### src/rtl/adc_seq_pkg.sv
`timescale 1ns/1ps
package adc_seq_pkg;

    // Sequencer states
    typedef enum logic [1:0] {
        ST_IDLE  = 2'd0,
        ST_ARMED = 2'd1,
        ST_CONV  = 2'd2
    } seq_state_e;

    localparam int DEF_CH_W     = 3;
    localparam int DEF_RES_W    = 8;
    localparam int DEF_CONV_CYC = 14;

endpackage

### src/rtl/adc_seq_fsm.sv
`timescale 1ns/1ps
module adc_seq_fsm
    import adc_seq_pkg::*;
#(
    parameter int CONV_CYC = DEF_CONV_CYC,
    parameter int CNT_W    = $clog2(CONV_CYC)
) (
    input  logic             clk,
    input  logic             rst_n,
    input  logic             ce,
    input  logic             wr_ctl,
    input  logic             wr_off,
    input  logic             cont_mode,
    output seq_state_e       state_q,
    output logic [CNT_W-1:0] cnt_q,
    output logic             start_o,
    output logic             step_o,
    output logic             done_o
);

    localparam logic [CNT_W-1:0] LAST = CNT_W'(CONV_CYC - 1);

    seq_state_e       state_d;
    logic [CNT_W-1:0] cnt_d;

    // next state
    always_comb begin
        state_d = state_q;
        cnt_d   = cnt_q;
        if (wr_ctl) begin
            state_d = wr_off ? ST_IDLE : ST_ARMED;   // T_WRITE_OFF / T_WRITE_START
            cnt_d   = '0;
        end else begin
            unique case (state_q)
                ST_IDLE: begin
                    state_d = ST_IDLE;
                end
                ST_ARMED: begin
                    if (ce) begin                    // T_LAUNCH
                        state_d = ST_CONV;
                        cnt_d   = '0;
                    end
                end
                ST_CONV: begin
                    if (ce) begin
                        if (cnt_q == LAST) begin     // T_DONE_CONT / T_DONE_SINGLE
                            state_d = cont_mode ? ST_CONV : ST_IDLE;
                            cnt_d   = '0;
                        end else begin
                            cnt_d = cnt_q + 1'b1;
                        end
                    end
                end
                default: begin
                    state_d = ST_IDLE;
                    cnt_d   = '0;
                end
            endcase
        end
    end

    // state register
    always_ff @(posedge clk or negedge rst_n) begin
        if (!rst_n) begin
            state_q <= ST_IDLE;
            cnt_q   <= '0;
        end else begin
            state_q <= state_d;
            cnt_q   <= cnt_d;
        end
    end

    // outputs
    always_comb begin
        start_o = 1'b0;
        step_o  = 1'b0;
        done_o  = 1'b0;
        unique case (state_q)
            ST_IDLE: begin
                start_o = 1'b0;
            end
            ST_ARMED: begin
                start_o = ce & ~wr_ctl;
            end
            ST_CONV: begin
                step_o  = ce & ~wr_ctl;
                done_o  = ce & ~wr_ctl & (cnt_q == LAST);
                start_o = ce & ~wr_ctl & (cnt_q == LAST) & cont_mode;
            end
            default: begin
                start_o = 1'b0;
            end
        endcase
    end

endmodule

### src/rtl/adc_sar_engine.sv
`timescale 1ns/1ps
module adc_sar_engine #(
    parameter int RES_W = adc_seq_pkg::DEF_RES_W
) (
    input  logic             clk,
    input  logic             rst_n,
    input  logic             start,
    input  logic             step,
    input  logic             cmp_in,
    output logic [RES_W-1:0] trial,
    output logic [RES_W-1:0] result
);

    localparam logic [RES_W-1:0] MSB = {1'b1, {(RES_W-1){1'b0}}};

    logic [RES_W-1:0] acc_q;
    logic [RES_W-1:0] msk_q;

    always_ff @(posedge clk or negedge rst_n) begin
        if (!rst_n) begin
            acc_q <= '0;
            msk_q <= '0;
        end else if (start) begin
            acc_q <= '0;
            msk_q <= MSB;
        end else if (step && (msk_q != '0)) begin
            if (cmp_in) begin
                acc_q <= acc_q | msk_q;
            end
            msk_q <= msk_q >> 1;
        end
    end

    assign trial  = acc_q | msk_q;
    assign result = acc_q;

endmodule

### src/rtl/adc_pin_mux.sv
`timescale 1ns/1ps
module adc_pin_mux #(
    parameter int CH_W = adc_seq_pkg::DEF_CH_W,
    parameter int NPIN = (1 << CH_W) - 1
) (
    input  logic [CH_W-1:0] chan,
    input  logic [NPIN-1:0] pin_in,
    input  logic [NPIN-1:0] port_dir,
    input  logic [NPIN-1:0] port_latch,
    output logic [NPIN-1:0] port_rd,
    output logic [NPIN-1:0] pin_oe
);

    for (genvar i = 0; i < NPIN; i++) begin : g_pin
        logic owned;
        assign owned = (chan == CH_W'(i));
        always_comb begin
            pin_oe[i] = port_dir[i] & ~owned;
            if (port_dir[i]) begin
                port_rd[i] = port_latch[i];
            end else begin
                port_rd[i] = owned ? 1'b0 : pin_in[i];
            end
        end
    end

endmodule

### src/rtl/adc_seq_ctrl.sv
`timescale 1ns/1ps
module adc_seq_ctrl
    import adc_seq_pkg::*;
#(
    parameter int CH_W     = DEF_CH_W,
    parameter int RES_W    = DEF_RES_W,
    parameter int CONV_CYC = DEF_CONV_CYC
) (
    input  logic                     clk,
    input  logic                     rst_n,
    input  logic                     adc_ce,
    input  logic                     ctl_wr,
    input  logic [CH_W-1:0]          ctl_wr_chan,
    input  logic                     ctl_wr_cont,
    input  logic                     data_rd,
    input  logic                     cmp_in,
    input  logic [(1<<CH_W)-2:0]     pin_in,
    input  logic [(1<<CH_W)-2:0]     port_dir,
    input  logic [(1<<CH_W)-2:0]     port_latch,
    output logic [CH_W-1:0]          chan_sel,
    output logic                     cont_mode,
    output logic                     coco,
    output logic [RES_W-1:0]         adc_data,
    output logic                     busy,
    output logic [RES_W-1:0]         trial_code,
    output logic [(1<<CH_W)-2:0]     port_rd,
    output logic [(1<<CH_W)-2:0]     pin_oe,
    output logic [(1<<CH_W)-2:0]     pin_out
);

    localparam int              NPIN     = (1 << CH_W) - 1;
    localparam int              CNT_W    = $clog2(CONV_CYC);
    localparam logic [CH_W-1:0] OFF_CODE = '1;

    seq_state_e       seq_state;
    logic [CNT_W-1:0] seq_cnt;
    logic             conv_start;
    logic             conv_step;
    logic             conv_done;
    logic [RES_W-1:0] sar_result;
    logic             wr_off;

    assign wr_off = (ctl_wr_chan == OFF_CODE);

    adc_seq_fsm #(
        .CONV_CYC (CONV_CYC),
        .CNT_W    (CNT_W)
    ) u_fsm (
        .clk       (clk),
        .rst_n     (rst_n),
        .ce        (adc_ce),
        .wr_ctl    (ctl_wr),
        .wr_off    (wr_off),
        .cont_mode (cont_mode),
        .state_q   (seq_state),
        .cnt_q     (seq_cnt),
        .start_o   (conv_start),
        .step_o    (conv_step),
        .done_o    (conv_done)
    );

    adc_sar_engine #(
        .RES_W (RES_W)
    ) u_sar (
        .clk    (clk),
        .rst_n  (rst_n),
        .start  (conv_start),
        .step   (conv_step),
        .cmp_in (cmp_in),
        .trial  (trial_code),
        .result (sar_result)
    );

    adc_pin_mux #(
        .CH_W (CH_W),
        .NPIN (NPIN)
    ) u_pins (
        .chan       (chan_sel),
        .pin_in     (pin_in),
        .port_dir   (port_dir),
        .port_latch (port_latch),
        .port_rd    (port_rd),
        .pin_oe     (pin_oe)
    );

    // control fields
    always_ff @(posedge clk or negedge rst_n) begin
        if (!rst_n) begin
            chan_sel  <= OFF_CODE;
            cont_mode <= 1'b0;
        end else if (ctl_wr) begin
            chan_sel  <= ctl_wr_chan;
            cont_mode <= ctl_wr_cont;
        end
    end

    // complete flag: write clears, completion sets, read clears
    always_ff @(posedge clk or negedge rst_n) begin
        if (!rst_n) begin
            coco <= 1'b0;
        end else if (ctl_wr) begin
            coco <= 1'b0;
        end else if (conv_done) begin
            coco <= 1'b1;
        end else if (data_rd) begin
            coco <= 1'b0;
        end
    end

    // data register
    always_ff @(posedge clk or negedge rst_n) begin
        if (!rst_n) begin
            adc_data <= '0;
        end else if (conv_done) begin
            adc_data <= sar_result;
        end
    end

    assign busy    = (seq_state != ST_IDLE);
    assign pin_out = port_latch;

endmodule

### config.mk
export PLATFORM = sky130hd
export DESIGN_NAME = adc_seq_ctrl
export DESIGN_NICKNAME = d
export VERILOG_FILES = /design/src/rtl/adc_seq_pkg.sv /design/src/rtl/adc_seq_fsm.sv /design/src/rtl/adc_sar_engine.sv /design/src/rtl/adc_pin_mux.sv /design/src/rtl/adc_seq_ctrl.sv
export SDC_FILE = /design/constraint.sdc
export NUM_CORES = 1
export LEC_CHECK = 0
export BUFFER_PORTS_ARGS = -buffer_cell sky130_fd_sc_hd__clkbuf_2
export CORE_MARGIN = 2
export CORE_UTILIZATION = 48
export CTS_BUF_LIST = sky130_fd_sc_hd__clkbuf_8
export DETAILED_ROUTE_END_ITERATION = 10
export PLACE_DENSITY = 0.82
export SLEW_MARGIN = 25
export SYNTH_ARGS = -nofsm -noshare
export SYNTH_HDL_FRONTEND = slang
export SYNTH_SLANG_ARGS = --single-unit
### constraint.sdc
create_clock -name clk -period 1.9 [get_ports clk]
set_input_delay 0.095 -clock clk [delete_from_list [all_inputs] [get_ports clk]]
set_output_delay 0.095 -clock clk [all_outputs]
set_load 0.02 [all_outputs]
==> insert_results.sql <==
INSERT INTO impl_metrics (metric_group, metric, value, unit) VALUES
('run_status', 'status', 'finished clean', ''),
('floorplan', 'placeable_core_region', '3690', 'sq um'),
('power_and_ir_drop', 'ir_drop', '806', 'uV'),
('cells_and_area', 'final_cell_count_no_fill', '301', ''),
('sta', 'fin_setup_tns', '0', 'ps'),
('global_route', 'use_met2', '32.6', '%'),
('placed_design', 'hpwlAfterDp', '2.85', 'mm'),
('worst_setup_path', 'slack_of_the_worst_reg_to_reg_path', '210', 'ps'),
('worst_setup_path', 'criticalPathCategory', 'register to register', ''),
('clocking', 'postCtsSetupBuffers', '0', ''),
('yosys', 'synthTopCellsByArea', 'sky130_fd_sc_hd__dfrtp_1 (43%), sky130_fd_sc_hd__mux2_2 (7.3%), sky130_fd_sc_hd__nand2_1 (4.5%)', ''),
('placed_design', 'portBuffers', '73', ''),
('worst_setup_path', 'slowest_stage', 'sky130_fd_sc_hd__dfrtp_1', ''),
('worst_setup_path', 'rr_startpoint', 'u_fsm.state_q[0]', ''),
('power_and_ir_drop', 'power.leakage', '1.34', 'nW'),
('yosys', 'syn-instance-count', '182', ''),
('floorplan', 'pin_count', '74', ''),
('route', 'detail_route.wirelength', '3.76', 'mm'),
('power_and_ir_drop', 'totalPowerFinal', '1.78', 'mW'),
('worst_hold_path', 'worst_hold_path.num_cells', '3', ''),
('placed_design', 'pre_cts_ws', '210', 'ps'),
('clocking', 'numCtsBuffers', '5', ''),
('clocking', 'cts_max_level', '2', ''),
('worst_setup_path', 'reg2regPathDepth', '7', ''),
('route', 'post_drt_via_cell_ratio', '5.13', ''),
('yosys', 'ys_top_cells_by_count', 'sky130_fd_sc_hd__dfrtp_1 (32), sky130_fd_sc_hd__nand2_1 (22), sky130_fd_sc_hd__nor2_1 (20)', ''),
('yosys', 'synth_nets', '218', ''),
('global_route', 'grt_antenna_before_repair', '0', ''),
('clocking', 'cts.root.buffer_cell', 'sky130_fd_sc_hd__clkbuf_8', ''),
('yosys', 'synth_most_common_cell', 'sky130_fd_sc_hd__dfrtp_1', ''),
('global_route', 'grt_pass1_wl', '6.21', 'mm'),
('clocking', 'tritoncts', 'built', ''),
('yosys', 'yosys.area.top_type', 'sky130_fd_sc_hd__dfrtp_1', ''),
('yosys', 'syn_area', '1850', 'sq um'),
('yosys', 'synth.lib_cells_used.distinct', '33', ''),
('route', 'first_pass_iters', '4', ''),
('yosys', 'synth_largest_type_area_fraction', '43.4', '%'),
('power_and_ir_drop', 'pwr_density_cell', '773', 'nW/um^2'),
('yosys', 'yosys_register_bits', '35', ''),
('run', 'drv.max_cap_violation_count', '0', ''),
('floorplan', 'die_height', '66.0', 'microns'),
('cells_and_area', 'post_route_cells_drive_above_1_share', '43.9', '%'),
('global_route', 'top_usage_layer', 'met2', ''),
('yosys', 'yosysWarningCount', '0', ''),
('worst_setup_path', 'critical_path.max_fanout', '9', ''),
('sta', 'slew_at_the_pin_with_the_worst_max_slew_slack', '837', 'ps'),
('route', 'detailroute.via_count', '1545', ''),
('worst_setup_path', 'crit_path_cell_trace', 'inv_1 -> ha_1 -> nand3b_1 -> buf_4 -> nor2_4 -> a21oi_1 -> nor2_1', ''),
('worst_setup_path', 'critPathCaptureType', 'register', ''),
('clocking', 'cts.clk_slew.worst_paths', '70', 'ps'),
('worst_setup_path', 'worst_ep_arrival_time', '1910', 'ps'),
('sta', 'finalHoldViolations', '0', ''),
('sta', 'slew-limit-headroom', '44.2', '%'),
('placed_design', 'finalWeightedCongestion', '0.801', ''),
('cells_and_area', 'nNetsFinal', '288', ''),
('global_route', 'pin_count_of_the_biggest_net_entering_global_routing', '36', ''),
('clocking', 'clk-insertion-delay-late', '290', 'ps'),
('floorplan', 'core.rowCount', '22', ''),
('worst_hold_path', 'holdPathEnd', 'chan_sel[2]', ''),
('yosys', 'synth-seq-area-share', '47.6', '%'),
('route', 'drtAntennaViolNets', '0', ''),
('global_route', 'first_global_vias', '1432', ''),
('yosys', 'synth_edf_count', '0', ''),
('cells_and_area', 'area.growth.synth_to_final', '24.7', '%'),
('floorplan', 'die_area', '4360', 'sq um'),
('yosys', 'synth_flop_cell', 'sky130_fd_sc_hd__dfrtp_1', ''),
('clocking', 'cts.repair.resized', '0', ''),
('route', 'drc', '0', ''),
('clocking', 'clock-sinks', '35', ''),
('cells_and_area', 'layout.filler_cells', '325', ''),
('sta', 'clock.fmax', '591', 'MHz');
## worst max-delay path, delay by kind of cell (launching register included)
family | cells | cell delay, ps
buffers and inverters | 2 | 350
adders and majority gates | 1 | 280
AOI/OAI and AO/OA | 1 | 100
DFF | 1 | 380
and+or+nand+nor | 3 | 500
## how the worst max path moves through the flow
| stage | from | end | slack (ps) | depth (start not counted) |
|---|---|---|---|---|
| 2_1_floorplan | chan_sel[0] | port_rd[6] | 280 | 4 |
| 3_3_place_gp | u_fsm.state_q[0] | u_fsm.state_q[1] | 260 | 6 |
| 6_report | u_fsm.state_q[0] | u_sar.result[4] | 210 | 7 |
| 5_1_grt | u_fsm.state_q[0] | u_sar.msk_q[1] | 0.4 | 7 |
| 3_5_place_dp | u_fsm.state_q[0] | u_sar.result[2] | 210 | 7 |
| 4_1_cts | u_fsm.state_q[0] | adc_data[0] | 200 | 5 |
## layout make-up
cell class / instances / area [sq um] / area share (%)
Tap cell: 48 / 60.1 / 2.61
Inverter: 7 / 26.3 / 1.14
Timing Repair Buffer: 76 / 390 / 17.0
Sequential cell: 35 / 880 / 38.2
Clock inverter: 2 / 16.3 / 0.707
Clock buffer: 6 / 82.6 / 3.59
Multi-Input combinational cell: 127 / 847 / 36.8
## layer usage
metal | wire [microns] | share of wire (%)
met2 | 1760 | 47
met1 | 1630 | 43
met5 | 0 | 0
met4 | 29 | 0.77
met3 | 341 | 9.1
## through the flow
| step | hold WS [ps] | area, sq um |
|---|---|---|
| 2_1_floorplan | -201 | 1850 |
| 3_3_place_gp | 238 | 2190 |
| 3_5_place_dp | 237 | 2190 |
| 4_1_cts | 15.2 | 2300 |
| 5_1_grt | 36.5 | 2300 |
| 6_report | 23.7 | 2300 |
## power by group
part | switching, mW | internal (mW)
Clock | 0.273 | 0.296
Sequential | 0.0514 | 0.792
Combinational | 0.218 | 0.151
## cell families after synthesis
logic type | Yosys count | synth area share [%]
AOI/OAI and AO/OA | 31 | 10.6
adders and majority gates | 5 | 3.39
buffers and inverters | 20 | 6.50
DFF | 35 | 47.6
muxes | 20 | 11.7
and+or+nand+nor | 71 | 20.2
## what timing repair did
action / in CTS / in global routing
endpoints found under the setup margin: 0 / 0
hold endpoints to repair: 32 / 0
hold buffers: 1 / 0
## cells in the final DEF, fill, tap and decap left out, types with 6 or more instances in the layout
| cell type | Yosys | layout |
|---|---|---|
| sky130_fd_sc_hd__clkbuf_2 | 0 | 73 |
| sky130_fd_sc_hd__dfrtp_1 | 32 | 32 |
| sky130_fd_sc_hd__nand2_1 | 22 | 22 |
| sky130_fd_sc_hd__nor2_1 | 20 | 20 |
| sky130_fd_sc_hd__a21oi_1 | 12 | 12 |
| sky130_fd_sc_hd__mux2_2 | 12 | 12 |
| sky130_fd_sc_hd__or2_2 | 8 | 8 |
| sky130_fd_sc_hd__o21ai_0 | 8 | 8 |
| sky130_fd_sc_hd__inv_1 | 7 | 7 |
| sky130_fd_sc_hd__mux2i_1 | 7 | 7 |
| sky130_fd_sc_hd__and2_1 | 6 | 6 |
| sky130_fd_sc_hd__clkbuf_8 | 0 | 6 |
## state kept, by name (all words and copies together), names as in the netlist
name           count
u_fsm.state_q      2
cont_mode          1
adc_data           8
u_fsm.cnt_q        4
u_sar.result       8
chan_sel           3
u_sar.msk_q        8
coco               1
No activity file was read; power rests on OpenSTA's default activity.
